<file path="config.mk">
export PLATFORM = sky130hd
export DESIGN_NAME = prot_lock_ctl
export DESIGN_NICKNAME = d
export VERILOG_FILES = /design/src/rtl/prot_lock_pkg.sv /design/src/rtl/prot_lock_ctrl.sv /design/src/rtl/prot_lock_dpath.sv /design/src/rtl/prot_lock_ctl.sv
export SDC_FILE = /design/constraint.sdc
export NUM_CORES = 1
export LEC_CHECK = 0
export BUFFER_PORTS_ARGS = -buffer_cell sky130_fd_sc_hd__buf_2
export CAP_MARGIN = 20
export CORE_MARGIN = 4
export CORE_UTILIZATION = 50
export DETAILED_ROUTE_END_ITERATION = 6
export GPL_ROUTABILITY_DRIVEN = 0
export PLACE_DENSITY = 0.73
export SLEW_MARGIN = 20
export SYNTH_ARGS = -nofsm -noshare
export SYNTH_HDL_FRONTEND = slang
export SYNTH_SLANG_ARGS = --single-unit
</file>
<file path="constraint.sdc">
create_clock -name clk -period 1.2 [get_ports clk]
set_clock_uncertainty 0.05 [all_clocks]
set_input_delay 0.06 -clock clk [delete_from_list [all_inputs] [get_ports clk]]
set_output_delay 0.06 -clock clk [all_outputs]
set_load 0.05 [all_outputs]
</file>
<file path="src/rtl/prot_lock_pkg.sv">
package prot_lock_pkg;

  typedef enum logic [1:0] {
    OP_PROTECT   = 2'b00,
    OP_UNPROTECT = 2'b01,
    OP_LOCK      = 2'b10,
    OP_NONE      = 2'b11
  } protOp_e;

  // strobes from the control to the per-block state
  typedef struct packed {
    logic wpNow;    // write-protect level after this edge
    logic wpFall;
    logic wpRise;
    logic setProt;
    logic clrProt;
    logic setLock;
  } protStrobe_t;

endpackage

</file>
<file path="src/rtl/prot_lock_ctrl.sv">
module prot_lock_ctrl
  import prot_lock_pkg::*;
#(
  parameter int NUM_BLOCKS = 6,
  parameter int IDX_W      = 3
) (
  input  logic             clk,
  input  logic             rstN,
  input  logic             wpIn,
  input  logic             cmdValid,
  input  logic [1:0]       cmdOp,
  input  logic [IDX_W-1:0] cmdIdx,
  output protStrobe_t      strb,
  output logic [IDX_W-1:0] tgtIdx
);

  localparam logic [IDX_W:0] LIMIT = (IDX_W+1)'(NUM_BLOCKS);

  logic wpReg;
  logic cmdHit;

  always_ff @(posedge clk or negedge rstN) begin
    if (!rstN) wpReg <= 1'b0;
    else       wpReg <= wpIn;
  end

  assign cmdHit = cmdValid && ({1'b0, cmdIdx} < LIMIT);

  always_comb begin
    strb.wpNow   = wpIn;
    strb.wpFall  = wpReg && !wpIn;
    strb.wpRise  = !wpReg && wpIn;
    strb.setProt = cmdHit && (cmdOp == OP_PROTECT);
    strb.clrProt = cmdHit && (cmdOp == OP_UNPROTECT);
    strb.setLock = cmdHit && (cmdOp == OP_LOCK);
  end

  assign tgtIdx = cmdIdx;

endmodule

</file>
<file path="src/rtl/prot_lock_dpath.sv">
module prot_lock_dpath
  import prot_lock_pkg::*;
#(
  parameter int NUM_BLOCKS = 6,
  parameter int IDX_W      = 3
) (
  input  logic             clk,
  input  logic             rstN,
  input  protStrobe_t      strb,
  input  logic [IDX_W-1:0] tgtIdx,
  input  logic [IDX_W-1:0] qryIdx,
  output logic             qryAllow,
  output logic             qryLocked,
  output logic             qryProtected
);

  logic [NUM_BLOCKS-1:0] protVec;
  logic [NUM_BLOCKS-1:0] lockVec;

  for (genvar b = 0; b < NUM_BLOCKS; b++) begin : g_blk
    localparam logic [IDX_W-1:0] MY_IDX = IDX_W'(b);

    logic protQ, lockQ, saveQ;
    logic protN, lockN, saveN;
    logic sel;

    assign sel = (tgtIdx == MY_IDX) && (strb.setProt || strb.clrProt || strb.setLock);

    always_comb begin
      protN = protQ;
      lockN = lockQ;
      saveN = saveQ;
      // level change first
      if (lockQ && strb.wpFall) begin
        saveN = protQ;
        protN = 1'b1;
      end
      if (lockQ && strb.wpRise) begin
        protN = saveQ;
      end
      // then the command, judged on the new level
      if (sel && (strb.wpNow || !lockQ)) begin
        if (strb.setProt) protN = 1'b1;
        if (strb.clrProt) protN = 1'b0;
        if (strb.setLock) begin
          if (!strb.wpNow) saveN = protN;
          lockN = 1'b1;
          protN = 1'b1;
        end
      end
    end

    always_ff @(posedge clk or negedge rstN) begin
      if (!rstN) begin
        protQ <= 1'b1;
        lockQ <= 1'b0;
        saveQ <= 1'b1;
      end else begin
        protQ <= protN;
        lockQ <= lockN;
        saveQ <= saveN;
      end
    end

    assign protVec[b] = protQ;
    assign lockVec[b] = lockQ;
  end

  always_comb begin
    qryProtected = 1'b1;
    qryLocked    = 1'b0;
    for (int i = 0; i < NUM_BLOCKS; i++) begin
      if (qryIdx == IDX_W'(i)) begin
        qryProtected = protVec[i];
        qryLocked    = lockVec[i];
      end
    end
    qryAllow = !qryProtected;
  end

endmodule

</file>
<file path="src/rtl/prot_lock_ctl.sv">
module prot_lock_ctl
  import prot_lock_pkg::*;
#(
  parameter int NUM_BLOCKS = 6,
  parameter int IDX_W      = 3
) (
  input  logic             clk,
  input  logic             rstN,
  input  logic             wpIn,
  input  logic             cmdValid,
  input  logic [1:0]       cmdOp,
  input  logic [IDX_W-1:0] cmdIdx,
  input  logic [IDX_W-1:0] qryIdx,
  output logic             qryAllow,
  output logic             qryLocked,
  output logic             qryProtected
);

  protStrobe_t      strb;
  logic [IDX_W-1:0] tgtIdx;

  prot_lock_ctrl #(.NUM_BLOCKS(NUM_BLOCKS), .IDX_W(IDX_W)) u_ctrl (
    .clk      (clk),
    .rstN     (rstN),
    .wpIn     (wpIn),
    .cmdValid (cmdValid),
    .cmdOp    (cmdOp),
    .cmdIdx   (cmdIdx),
    .strb     (strb),
    .tgtIdx   (tgtIdx)
  );

  prot_lock_dpath #(.NUM_BLOCKS(NUM_BLOCKS), .IDX_W(IDX_W)) u_dpath (
    .clk          (clk),
    .rstN         (rstN),
    .strb         (strb),
    .tgtIdx       (tgtIdx),
    .qryIdx       (qryIdx),
    .qryAllow     (qryAllow),
    .qryLocked    (qryLocked),
    .qryProtected (qryProtected)
  );

endmodule

</file>
==> summary.txt <==
Power and ir drop
  – Sw Ratio: 34.8%
  – Maximum VDD drop: 1.30 mV
  – P_leak: 0.799 nW
  – Clock network fraction of design power: 15.9%
  – Pint: 1.42 mW
  – Seq pwr share: 43.5%
  – Logic pwr share: 40.6%
  – Net Sw Power: 0.761 mW
  – Final Power: 2.19 mW
  – P per Cell Area: 1160 nW/um^2

CTS
  – CTS tree: yes
  – CTS root buf: clkbuf_4
  – Clock slew at reported path FFs: 0.12 ns
  – TritonCTS Buffers: 3
  – Clk_lat worst skew: 0.31 ns
  – H-tree depth: 1
  – Clk sinks: 19
  – Buffer levels on the longest clock path: 2

Timing
  – Final setup fails: 15
  – Least-Margin Pin Slew: 0.460 ns
  – Max-slew violations: 0
  – Final worst path period share: 155%
  – Final hold viol count: 0
  – RSZ-0062 raised after global routing: yes
  – Final min period: 1.86 ns
  – Slew margin rel.: 69.3%
  – Fmax: 539 MHz
  – Fin worst setup slack: -0.656 ns

Yosys
  – Seq cells post-synth: 19
  – Ys flop type: dfstp_2
  – Syn Nets: 148
  – Number of synthesized flops with an enable pin: 0
  – Library cells used by synthesis: 46
  – Dominant cell by count in the synthesized netlist: nand2_1
  – Synth top cells by count: nand2_1 (16), mux2i_1 (13), dfstp_2 (12)
  – Synth area leader: dfstp_2
  – Mapped Cells: 136
  – Post-synth ARST share: 100%
  – Synth area leaders: dfstp_2 (24%), dfrtp_1 (13%), mux2i_1 (9.9%), nand2_1 (4.6%), a2111oi_4 (4.2%)
  – Seq/Total Area, Yosys: 37.3%
  – Synth top area share: 24.0%
  – Synth warnings: 0
  – Mean Syn Cell Area: 9.68 um^2
  – Syn Std Cell Area: 1320 um^2

Floorplanning
  – Number of core rows: 18
  – Initial Util: 52.7%
  – Die Ht: 59.3 um
  – Io pins: 15
  – Die area: 3520 um^2
  – Chip width: 59.3 um
  – Core Footprint: 2500 um^2

Critical path
  – Largest delay share family, worst path: flip-flops
  – R2R cell count: 4
  – Worst path bufs/invs: 1
  – Critical Path Max Stage Delay: 0.55 ns
  – Crit path launch: u_dpath.g_blk[3].protQ
  – Cell Chain, Critical Path: mux2i_1 > and3_1 > o31a_1 > a31o_2 > buf_6
  – R2R Setup Slk: -0.19 ns
  – Critical path fanouts, max: 2
  – FF-to-FF End: u_dpath.g_blk[2].saveQ
  – Slowest cell on the critical path: dfstp_2
  – Setup crit end kind: output port
  – FF-to-FF Start: u_dpath.g_blk[2].protQ
  – WP data arrival: 1.75 ns
  – Crit Path Class: flop to output port
  – Critical Path Start Type: flop
  – Critical path required time: 1.09 ns

Min path
  – Hold path endpoint: u_ctrl.wpReg
  – Worst Hold Depth: 2
  – Min-Delay Path Class: input port to flop
  – Worst Hold Launch: wpIn

Place
  – DP HPWL: 2810 um
  – Inst Count DP: 200
  – Place WS: -0.363 ns
  – # port buffers: 14

GRT
  – First-pass GRT wire length: 6310 um
  – Antenna violations before repair: 0
  – Gr usage total: 24.4%
  – Number of global-route vias before repair: 1,275
  – Largest net degree at the start of global routing: 20
  – Grt total ovfl: 0

Cells and area
  – Share of layout cells above drive strength 1: 53.0%
  – Final net count: 198
  – Register Area: 492 um^2
  – Post-Layout Cell Count: 215
  – ANT cells: 0
  – FILL cells: 170
  – Layout area overhead: 43.6%
  – Multi-input gate area: 935 um^2

Detailed routing
  – WL final: 3960 um
  – First-pass DRT Iterations: 4
  – Antenna-violating nets left: 0
  – Wire length per cell: 18.4 um
  – Remaining DRCs: 0
  – Via count: 1,301
  – Via density: 6.05
  – DR iter-0 viols: 63

Job
  – Max-cap violations: 0

Outcome
  – Failing checks: negative setup slack
  – Outcome: finished with violations
[routing by layer]
| metal | track usage, % | routed length [um] | vias up |
|---|---|---|---|
| met5 | 0 | 0 | - |
| met3 | 3.27 | 285 | 5 |
| met2 | 41.8 | 2050 | 62 |
| met1 | 30.9 | 1590 | 625 |
| li1 | - | - | 609 |
| met4 | 9.39 | 29 | 0 |
[metrics by stage]
stage	hold slack [ns]	utilization, %	TNS, ns	area [um^2]
global route	0.0280	75.6	-4.54	1890
floorplan	-0.286	-	-0.643	1350
detailed placement	-0.0188	64.0	-2.85	1600
CTS	0.0311	71.6	-3.20	1790
finish	0.0323	75.6	-3.67	1890
global placement	-0.0272	64.0	-2.27	1600
[worst max path at each step]
stage,cells after the start,slack [ns],endpoint
CTS,5,-0.66,qryAllow
global route,5,-0.70,qryAllow
detailed placement,5,-0.36,qryProtected
global placement,5,-0.30,qryAllow
finish,5,-0.66,qryAllow
floorplan,4,-0.25,qryProtected
[cell families (layout without fill, tap and decap cells)]
family	count (synthesis)	after routing	synth area share [%]
AOI/OAI and AO/OA	36	36	23.2
buffers and inverters	9	58	3.23
DFF	19	19	37.3
muxes	15	15	12.5
and+or+nand+nor	57	57	23.9
[layout make-up]
class,count,area share [%]
multi-input cells,108,49.4
inverters,6,1.19
clock buffers,4,1.39
repair buffers,48,20.0
well taps,30,1.99
flip-flops and latches,19,26.0
[worst reg2reg max path, delay by kind of cell, from the launching register on]
| family | cells | cell delay [ns] |
|---|---|---|
| buffers and inverters | 1 | 0.13 |
| flip-flops | 1 | 0.55 |
| AND/OR/NAND/NOR | 2 | 0.44 |
| multiplexers | 1 | 0.15 |
[registers in the layout (all words and copies together), names as in the netlist]
name,cells
u_ctrl.wpReg,1
u_dpath.g_blk.lockQ,6
u_dpath.g_blk.protQ,6
u_dpath.g_blk.saveQ,6
[timing repair]
action,4_1_cts,5_1_grt
hold buffers,3,0
setup buffers,3,5
pin swaps,13,12
endpoints found under the hold margin,20,0
gates resized for setup,28,16
endpoints found under the setup margin,15,15
[power groups by stage]
stage                     logic, mW  clock network, mW  registers [mW]
after floorplan               0.388                  0           0.946
after global placement        0.635                  0           0.943
after detailed placement      0.666                  0           0.948
after CTS                     0.766              0.343           0.939
after global routing          0.937              0.385           0.969
final                         0.887              0.348           0.950
[placed cells by master, fill, tap and decap left out, types with 2 or more instances in the layout]
cell type,n
nand3_1,2
mux2i_1,13
nand4bb_1,2
nor3_1,3
dfrtp_1,6
buf_4,25
a21o_1,3
inv_1,3
o21a_1,4
a21oi_1,3
nand3b_1,2
inv_2,3
or3_4,3
nor2b_4,2
nor2_2,4
a22oi_2,3
o21ai_1,4
nand2b_1,4
buf_2,11
nand2_2,6
dfstp_2,12
clkbuf_4,3
o211ai_1,2
nor2_1,5
a2111oi_4,2
nand2_1,9
buf_6,8
nor2b_1,4
dlygate4sd3_1,3
Power figures use the tool's default switching activity.
